[config.mk]
export PLATFORM = sky130hd
export DESIGN_NAME = pkt_hold_arb
export DESIGN_NICKNAME = d
export VERILOG_FILES = /design/src/rtl/pha_pkg.sv /design/src/rtl/pha_cell2.sv /design/src/rtl/pha_ctrl.sv /design/src/rtl/pha_merge.sv /design/src/rtl/pkt_hold_arb.sv
export SDC_FILE = /design/constraint.sdc
export NUM_CORES = 1
export LEC_CHECK = 0
export BUFFER_PORTS_ARGS = -buffer_cell sky130_fd_sc_hd__buf_2
export CORE_AREA = 2 2 39 41
export DETAILED_ROUTE_END_ITERATION = 10
export DIE_AREA = 0 0 41 43
export PLACE_DENSITY = 0.81
export SLEW_MARGIN = 20
export SYNTH_ARGS = -nofsm -noshare
export SYNTH_HDL_FRONTEND = slang
export SYNTH_SLANG_ARGS = --single-unit
[constraint.sdc]
create_clock -name clk -period 3.6 [get_ports clk]
set_clock_uncertainty 0.1 [all_clocks]
set_input_delay 0.36 -clock clk [delete_from_list [all_inputs] [get_ports clk]]
set_output_delay 0.36 -clock clk [all_outputs]
set_load 0.03 [all_outputs]
[src/rtl/pha_pkg.sv]
package pha_pkg;
  localparam int PHA_MAX_IN = 3;

  // Control-to-datapath strobes: one grant line per possible input.
  typedef struct packed {
    logic [PHA_MAX_IN-1:0] sel;
  } phaStrobe_t;
endpackage

[src/rtl/pha_cell2.sv]
// Two-input arbitration cell with packet lock and round-robin tie-break.
module pha_cell2 (
  input  logic clk,
  input  logic rstN,
  input  logic en,       // this cell's result is granted upstream
  input  logic reqA,
  input  logic reqB,
  input  logic relEop,   // end flit accepted through the granted path
  output logic gntA,
  output logic gntB
);
  logic locked, ownB, lastB, pickB;

  always_comb begin
    if (locked)              pickB = ownB;
    else if (reqA && reqB)   pickB = !lastB;
    else                     pickB = reqB;
    gntA = locked ? !ownB : (reqA && !pickB);
    gntB = locked ?  ownB : (reqB &&  pickB);
  end

  always_ff @(posedge clk) begin
    if (!rstN) begin
      locked <= 1'b0;
      ownB   <= 1'b0;
      lastB  <= 1'b1;
    end else if (en && (gntA || gntB)) begin
      lastB  <= pickB;
      ownB   <= pickB;
      locked <= !relEop;
    end
  end

  p_lone_req_r2: assert property (@(posedge clk) disable iff (!rstN)
    (!locked && reqA && !reqB) |-> gntA);
  p_keep_owner_r3: assert property (@(posedge clk) disable iff (!rstN)
    (locked && !(en && relEop)) |=> (locked && $stable(ownB)));
  p_rr_tie_r6: assert property (@(posedge clk) disable iff (!rstN)
    (!locked && reqA && reqB) |-> (gntB == !lastB));
endmodule

[src/rtl/pha_ctrl.sv]
module pha_ctrl
  import pha_pkg::*;
#(
  parameter int NUM_IN = 3
) (
  input  logic              clk,
  input  logic              rstN,
  input  logic [NUM_IN-1:0] reqValid,
  input  logic [NUM_IN-1:0] eopIn,
  input  logic              outReady,
  output phaStrobe_t        strobe
);
  logic [PHA_MAX_IN-1:0] gnt;
  logic                  xferEop;

  assign xferEop = outReady && |(gnt[NUM_IN-1:0] & reqValid & eopIn);

  generate
    if (NUM_IN == 2) begin : g_two
      pha_cell2 u_root (
        .clk(clk), .rstN(rstN), .en(1'b1),
        .reqA(reqValid[0]), .reqB(reqValid[1]), .relEop(xferEop),
        .gntA(gnt[0]), .gntB(gnt[1]));
      assign gnt[2] = 1'b0;
    end else begin : g_tree
      logic leafWin, rootB;
      pha_cell2 u_root (
        .clk(clk), .rstN(rstN), .en(1'b1),
        .reqA(reqValid[0] || reqValid[1]), .reqB(reqValid[2]),
        .relEop(xferEop), .gntA(leafWin), .gntB(rootB));
      logic leafA, leafB;
      pha_cell2 u_leaf (
        .clk(clk), .rstN(rstN), .en(leafWin),
        .reqA(reqValid[0]), .reqB(reqValid[1]), .relEop(xferEop),
        .gntA(leafA), .gntB(leafB));
      assign gnt[0] = leafWin && leafA;
      assign gnt[1] = leafWin && leafB;
      assign gnt[2] = rootB;
    end
  endgenerate

  always_comb strobe.sel = gnt;

  p_onehot_r1: assert property (@(posedge clk) disable iff (!rstN)
    $onehot0(strobe.sel));
  p_hold_r8: assert property (@(posedge clk) disable iff (!rstN)
    ((|strobe.sel) && !xferEop) |=> (strobe.sel == $past(strobe.sel)));
endmodule

[src/rtl/pha_merge.sv]
module pha_merge
  import pha_pkg::*;
#(
  parameter int NUM_IN = 3,
  parameter int FLIT_W = 5
) (
  input  logic                     clk,
  input  logic                     rstN,
  input  phaStrobe_t               strobe,
  input  logic [NUM_IN-1:0]        reqValid,
  input  logic [NUM_IN*FLIT_W-1:0] reqFlit,
  input  logic                     outReady,
  output logic [NUM_IN-1:0]        inReady,
  output logic                     outValid,
  output logic [FLIT_W-1:0]        outFlit
);
  logic [NUM_IN-1:0] live;

  always_comb begin
    live    = strobe.sel[NUM_IN-1:0] & reqValid;
    outFlit = '0;
    for (int i = 0; i < NUM_IN; i++)
      outFlit = outFlit | (reqFlit[i*FLIT_W +: FLIT_W] & {FLIT_W{live[i]}});
    outValid = |live;
    inReady  = strobe.sel[NUM_IN-1:0] & {NUM_IN{outReady}};
  end

  p_ready_owner_r5: assert property (@(posedge clk) disable iff (!rstN)
    ((inReady & ~strobe.sel[NUM_IN-1:0]) == '0) && (outReady || inReady == '0));
  p_idle_out_r4: assert property (@(posedge clk) disable iff (!rstN)
    (strobe.sel == '0) |-> (!outValid && outFlit == '0));
endmodule

[src/rtl/pkt_hold_arb.sv]
module pkt_hold_arb
  import pha_pkg::*;
#(
  parameter int NUM_IN = 3,
  parameter int FLIT_W = 5
) (
  input  logic                     clk,
  input  logic                     rstN,
  input  logic [NUM_IN-1:0]        reqValid,
  input  logic [NUM_IN*FLIT_W-1:0] reqFlit,
  output logic [NUM_IN-1:0]        inReady,
  output logic                     outValid,
  output logic [FLIT_W-1:0]        outFlit,
  input  logic                     outReady
);
  localparam int EOP_BIT = FLIT_W - 1;

  phaStrobe_t        strobe;
  logic [NUM_IN-1:0] eopIn;

  for (genvar i = 0; i < NUM_IN; i++) begin : g_eop
    assign eopIn[i] = reqFlit[i*FLIT_W + EOP_BIT];
  end

  pha_ctrl #(.NUM_IN(NUM_IN)) u_ctrl (
    .clk(clk), .rstN(rstN), .reqValid(reqValid), .eopIn(eopIn),
    .outReady(outReady), .strobe(strobe));

  pha_merge #(.NUM_IN(NUM_IN), .FLIT_W(FLIT_W)) u_merge (
    .clk(clk), .rstN(rstN), .strobe(strobe), .reqValid(reqValid),
    .reqFlit(reqFlit), .outReady(outReady), .inReady(inReady),
    .outValid(outValid), .outFlit(outFlit));
endmodule

==> summary.md, run 1 <==
| Metric | Value |
|---|---|
| WP data required | 3140 ps |
| Antenna violations before repair | 0 |
| Placed inst area | 731 um2 |
| Count of different cell masters after synthesis | 33 |
| First-pass GRT wire length | about 2 mm |
| Starting Density | approximately two fifths |
| Post-synthesis register bit count | 6 |
| Mapped cell area | 571 um2 |
| Die Span Y | ~43 um |
| Site row count | 14 |
| Max frequency | 435 MHz |
| Synth Instances | 68 |
| CTS max path bufs | 2 |
| Slew margin rel. | 61.3% |
| Worst slew pin tran | 573 ps |
| Routability cong. | between 0.7 and 0.8 |
| Worst path slowest cell | dfxtp_1 |
| Power Dens Cells | 362 mW/mm2 |
| Crit start category | flip-flop |
| Setup bufs post-CTS | 0 |
| Min-delay src | rstN |
| WL/cell | 11.5 um |
| Peak fanout along the critical path | 11 |
| Critical Path Source | u_ctrl.g_tree.u_root.locked |
| Final Cycle Share | 63.9% |
| Port bufs | 29 |
| DRC violations left | 0 |
| Final setup viols | 0 |
| Leakage power | 0.000360 uW |
| Number of global-route vias before repair | between 500 and 600 |
| Drt total wl | 1.33 mm |
| CP Cell Sequence | nand2b_1 -> o311ai_4 -> inv_1 -> or3_1 -> buf_2 |
| Core box area | 0.00138 mm2 |
| Setup TNS Final | 0 ps |
| CTS H-Tree Depth | 1 |
| Post-route ant nets | 0 |
| Initial DRC count | 5 |
| Critical path's top delay family | simple AND/OR/NAND/NOR gates |
| Cell taking the most area after synthesis | dfxtp_1 |
| Post-route cell area | 753 um2 |
| Worst-case vdd ir drop | 0.210 mV |
| Setup crit end kind | primary output |
| Largest net degree at the start of global routing | 12 |
| Register area share after synthesis | about a fifth |
| Clk pin slew, worst setup/hold paths | 40 ps |
| TritonRoute pass-1 iters | 4 |
| TritonCTS buffer count | 3 |
| Post-Syn Area per Cell | around 8.4 um2 |
| Share of the synthesized area in the top cell type | between 20% and 30% |
| Run status | complete, no violations |
| WS Path Type | reg -> out |
| RSZ-0062 raised after global routing | no |
| Ys Warns | 0 |
| Post-CTS Hold Fix Bufs | 0 |
| Slew Viols, Final | 0 |
| Register area | 120 um2 |
| FF-to-FF Start | u_ctrl.g_tree.u_root.locked |
| Routed vias | 590 |
| Clock Sinks | 6 |
| HP Class | in -> reg |
| Hold slack | roughly 240 ps |
| Mapped Nets | 89 |
| GRT Util Overall | 16.5% |
| Worst path max stage delay | ~560 ps |
| Hpwl dp | about 1.1 mm |
| Area growth syn-to-layout | 32.0% |
| Fin. Hold Viols | 0 |
| Root buffer cell | clkbuf_4 |
| Remaining global-route overflow | 0 |
| Crit path DAT | 1840 ps |
| Final worst slack | roughly 1300 ps |
| Largest cells by area after synthesis | dfxtp_1 (21%), a221o_1 (7.0%), a2111oi_4 (4.8%) |
| Vias per std cell | 5.13 |
| Final std cells w/o fill | 115 |
| Skew-Pair Late Insertion Delay | 240 ps |
| Post-CTS sizing | 0 |
| CP bufs+invs | 2 |
| Layout cells sized above 1 | approximately 45% |
| Fill cell count | 126 |
| Placed cells | 112 |
| Max Cap Violations | 0 |
| Boundary Pins | 30 |
| TritonCTS clock tree | built |
| Number of diodes | 0 |
| Die width | 41 um |
| Pre-CTS WS | about 1500 ps |
| Nets | 122 |
| Period minus WS final | between 2000 and 2500 ps |
| Multi-input gate area | approximately 420 um2 |
| Die Area | 0.00176 mm2 |
-- sequential cells by signal (all words and copies together), names as in the netlist --
signal                       cells
u_ctrl.g_tree.u_root.lastB       1
u_ctrl.g_tree.u_leaf.locked      1
u_ctrl.g_tree.u_root.locked      1
u_ctrl.g_tree.u_leaf.ownB        1
u_ctrl.g_tree.u_root.ownB        1
u_ctrl.g_tree.u_leaf.lastB       1
-- routing by layer --
layer,global-route usage (%),vias up,routed length [um]
met5,0,-,0
met4,8.00,0,0
met3,3.14,0,115
met2,27.8,27,652
met1,18.3,248,557
li1,-,315,-
-- logic make-up (layout without fill, tap and decap cells) --
kind of cell    Yosys count  in the layout  share of synthesized area [%]
buf+inv                   8             39                           5.48
flops                     6              6                           21.1
compound gates           23             23                           38.4
simple gates             31             31                           35.1
-- final timing paths --
path	endpoint	slack [ps]	depth (start not counted)
worst min register to register	u_ctrl.g_tree.u_root.ownB	420	2
worst max register to register	u_ctrl.g_tree.u_root.locked	1980	4
worst min-delay path	u_ctrl.g_tree.u_root.lastB	240	2
worst max-delay path	outValid	1300	5
-- metrics by stage --
step                      power (uW)  utilization [%]
final                            272             54.4
after global routing             295             54.4
after CTS                        279             54.4
after detailed placement         215             52.8
after global placement           213             52.8
after floorplan                  179                -
-- cells in the final DEF (no fill, tap or decap), types with 2 or more instances in the layout --
master,count
a21boi_0,2
a21oi_1,3
a221o_1,4
and2_1,2
buf_2,29
clkbuf_4,3
dfxtp_1,6
inv_1,6
nand2_1,5
nand2b_1,4
nand3b_1,2
nor2_1,4
nor2_2,3
nor3b_1,2
o21ai_0,5
-- where the power goes --
part	switching (uW)	total [uW]	leakage [uW]	internal, uW
combinational	75.4	128	0.000296	52.9
sequential	10.6	84.8	0.0000499	74.1
clock	21.8	59.3	0.0000138	37.5
-- worst register-to-register path, stage by stage (launching register included) --
cell       delay, ps
dfxtp_1          560
nand2b_1         240
o31a_4           200
and4bb_4         330
a2111oi_4         50
-- synthesized netlist by cell type --
library cell	count
nand2b_1	4
or3_1	1
and4bb_4	1
a211o_2	1
and2_1	2
a221o_2	1
nor2_1	4
o211ai_1	1
a211oi_1	1
o21ai_0	5
nor3b_1	2
a21boi_0	2
o31ai_1	1
nor3_1	1
nand3b_1	2
a2111oi_4	1
nand2_1	5
nor2b_4	1
nor3_2	1
nand3_1	1
o311ai_4	1
dfxtp_1	6
nor2_2	3
o41ai_1	1
and3_1	1
nor2b_1	1
a221o_1	4
o31a_4	1
inv_2	1
inv_1	6
buf_2	1
a21oi_1	3
nor2_4	1
-- layout make-up --
type	instances	share of cell area (%)
multi-input cells	54	55.6
repair buffers	29	19.3
flip-flops and latches	6	15.9
inverters	7	3.49
clock buffers	3	2.99
well taps	16	2.66
Note: power is estimated with default switching activity, not from simulation.
==> run 2, diff against run 1 <==
--- a/config.mk
+++ b/config.mk
@@ -6,10 +6,9 @@
 export NUM_CORES = 1
 export LEC_CHECK = 0
 export BUFFER_PORTS_ARGS = -buffer_cell sky130_fd_sc_hd__buf_2
-export CORE_AREA = 2 2 39 41
+export CORE_UTILIZATION = 39
 export DETAILED_ROUTE_END_ITERATION = 10
-export DIE_AREA = 0 0 41 43
-export PLACE_DENSITY = 0.81
+export PLACE_DENSITY = 0.78
 export SLEW_MARGIN = 20
 export SYNTH_ARGS = -nofsm -noshare
 export SYNTH_HDL_FRONTEND = slang
==> constraint.sdc (replaced) <==
create_clock -name clk -period 2.1 [get_ports clk]
set_clock_uncertainty 0.1 [all_clocks]
set_input_delay 0.21 -clock clk [delete_from_list [all_inputs] [get_ports clk]]
set_output_delay 0.21 -clock clk [all_outputs]
set_load 0.03 [all_outputs]
==> run 2 against run 1 <==
  * Routed wire length fell by 1.1%
  * Final cell count fell by 0.87%
  * Worst hold slack got worse by 140 ps
  * Count of clock-buffer cells in the layout did not move
  * Flip-flop and latch count did not move
  * Total power rose by 74%
  * Via count rose by 4.2%
  * Critical path type unchanged
==> summary.md, run 2 (synthesis results as in run 1) <==
| Metric | Value |
|---|---|
| Peak fanout along the critical path | 6 (-5) |
| First-pass GRT wire length | 1.99 mm (unchanged) |
| RSZ-0062 raised after global routing | no |
| Crit path DAT | 1700 ps (-140 ps) |
| Final worst slack | 94.1 ps (-1210 ps) |
| Min-delay src | rstN |
| FF-to-FF Start | u_ctrl.g_tree.u_root.ownB |
| DRC violations left | 0 (unchanged) |
| Antenna violations before repair | 0 (unchanged) |
| Root buffer cell | clkbuf_4 |
| Hpwl dp | 1.02 mm (-6.7%) |
| Area growth syn-to-layout | 34.0% |
| Setup crit end kind | primary output |
| Worst path max stage delay | 370 ps (-190 ps) |
| HP Class | in -> reg |
| Worst-case vdd ir drop | 0.416 mV (+98%) |
| CP Cell Sequence | nand2b_1 -> o31a_4 -> nor2_4 -> a221o_2 -> buf_2 |
| Run status | complete, no violations |
| Initial DRC count | 7 (+2) |
| Layout cells sized above 1 | 47.5% (+2.0 points) |
| TritonCTS buffer count | 3 (unchanged) |
| FF-to-FF setup slack | 520 ps (-1460 ps) |
| Post-route cell area | 764 um2 (+1.5%) |
| Power Dens Cells | 620 mW/mm2 (+71%) |
| TritonRoute pass-1 iters | 2 (-2) |
| Hold-critical path endpoint | u_ctrl.g_tree.u_root.lastB |
| Period minus WS final | roughly 2000 ps |
| Crit start category | flip-flop |
| Fill cell count | 132 (+4.8%) |
| Boundary Pins | 30 (unchanged) |
| WL/cell | 11.5 um (-0.19%) |
| Setup TNS Final | 0 ps (unchanged) |
| Commonest non-fill, non-tap cells in the layout | buf_2 (29), inv_1 (6), nand2_1 (5), o21ai_0 (5) |
| Leakage power | 0.000361 uW (+0.38%) |
| Clock Sinks | 6 (unchanged) |
| Slew margin rel. | 65.0% (+3.7 points) |
| Final Cycle Share | 95.5% |
| Vias per std cell | 5.39 (+5.2%) |
| Number of diodes | 0 (unchanged) |
| Remaining global-route overflow | 0 (unchanged) |
| Slew Viols, Final | 0 (unchanged) |
| Port bufs | 29 (unchanged) |
| Die width | 40.3 um (-1.8%) |
| Max frequency | 499 MHz |
| Routability cong. | 0.822 (+9.8%) |
| Final setup viols | 0 (unchanged) |
| CTS H-Tree Depth | 1 (unchanged) |
| WS Path Type | reg -> out |
| Routed vias | 615 (+4.2%) |
| Skew-Pair Late Insertion Delay | 240 ps (about the same) |
| Die Span Y | 40.3 um (-6.4%) |
| Placed inst area | 729 um2 (-0.17%) |
| GRT Util Overall | 18.7% (+2.2 points) |
| Largest net degree at the start of global routing | 12 (unchanged) |
| Max Cap Violations | 0 (unchanged) |
| Pre-CTS WS | 209 ps (-1320 ps) |
| Setup bufs post-CTS | 0 (unchanged) |
| Worst slew pin tran | 518 ps (-55.3 ps) |
| Nets | 122 (unchanged) |
| Clk pin slew, worst setup/hold paths | 40 ps (about the same) |
| Reg2reg end | u_ctrl.g_tree.u_root.locked |
| Site row count | 13 (-1) |
| Hold slack | 95.8 ps (-145 ps) |
| Worst path slowest cell | a221o_2 |
| Fin. Hold Viols | 0 (unchanged) |
| Most common cell after layout, fill and taps aside | buf_2 |
| Die Area | 0.00162 mm2 (-8.1%) |
| Core box area | 0.00133 mm2 (-3.6%) |
| WHS Path Cells | 2 (unchanged) |
| Starting Density | 42.8% (+1.5 points) |
| Drt total wl | 1.31 mm (-1.1%) |
| Post-route ant nets | 0 (unchanged) |
| Core Util, Final | 57.3% (+2.9 points) |
| CTS max path bufs | 2 (unchanged) |
| Worst Reg2Reg Path Length in Cells | 4 (unchanged) |
| Number of global-route vias before repair | 486 (-6.4%) |
| WP data required | 1790 ps (-1350 ps) |
| TritonCTS clock tree | built |
-- run 2: worst max path at each step --
stage	from	endpoint	slack (ps)	cells after the start
after floorplan	u_ctrl.g_tree.u_root.lastB	outValid	400	4
after global placement	u_ctrl.g_tree.u_root.locked	outFlit[0]	270	5
after detailed placement	u_ctrl.g_tree.u_root.locked	outFlit[2]	210	5
after CTS	u_ctrl.g_tree.u_root.lastB	outFlit[2]	50	5
after global routing	u_ctrl.g_tree.u_root.ownB	outFlit[4]	10	5
final	u_ctrl.g_tree.u_root.ownB	outFlit[4]	90	5
-- run 2: cell type report --
cell class              count  area, um2  area share [%]
repair buffers             29        145            19.0
well taps                  15       18.8            2.45
inverters                   7       26.3            3.44
flip-flops and latches      6        123            16.0
multi-input cells          54        429            56.1
clock buffers               3       22.5            2.95
-- run 2: power breakdown --
part           leakage [uW]  total, uW  switching (uW)  internal (uW)
logic              0.000298        226             134           92.6
registers         0.0000498        147            18.9            128
clock network     0.0000138        100            36.0           64.3
-- run 2: metal layers --
layer  global-route usage [%]  routed length [um]  vias to the layer above
li1                         -                   -                      313
met1                     21.7                 572                      275
met2                     32.3                 652                       27
met3                     3.33                  86                        0
met4                     10.0                   0                        0
met5                        0                   0                        -
-- run 2: worst max-delay path, delay by kind of cell, from the launching register on --
family / cells / cell delay [ps]
flip-flops: 1 / 350
buffers and inverters: 1 / 180
AO/OA/AOI/OAI: 2 / 610
AND/OR/NAND/NOR: 2 / 320
-- run 2: repair_timing --
item | in CTS | in global routing
endpoints found under the setup margin | 7 | 6
pin swaps | 0 | 1
gates resized for setup | 1 | 3
hold buffers | 0 | 0
-- run 2: stage by stage --
stage	std cells	total power, uW
floorplan	68	306
global placement	111	365
detailed placement	111	368
CTS	114	475
global route	114	510
finish	114	474
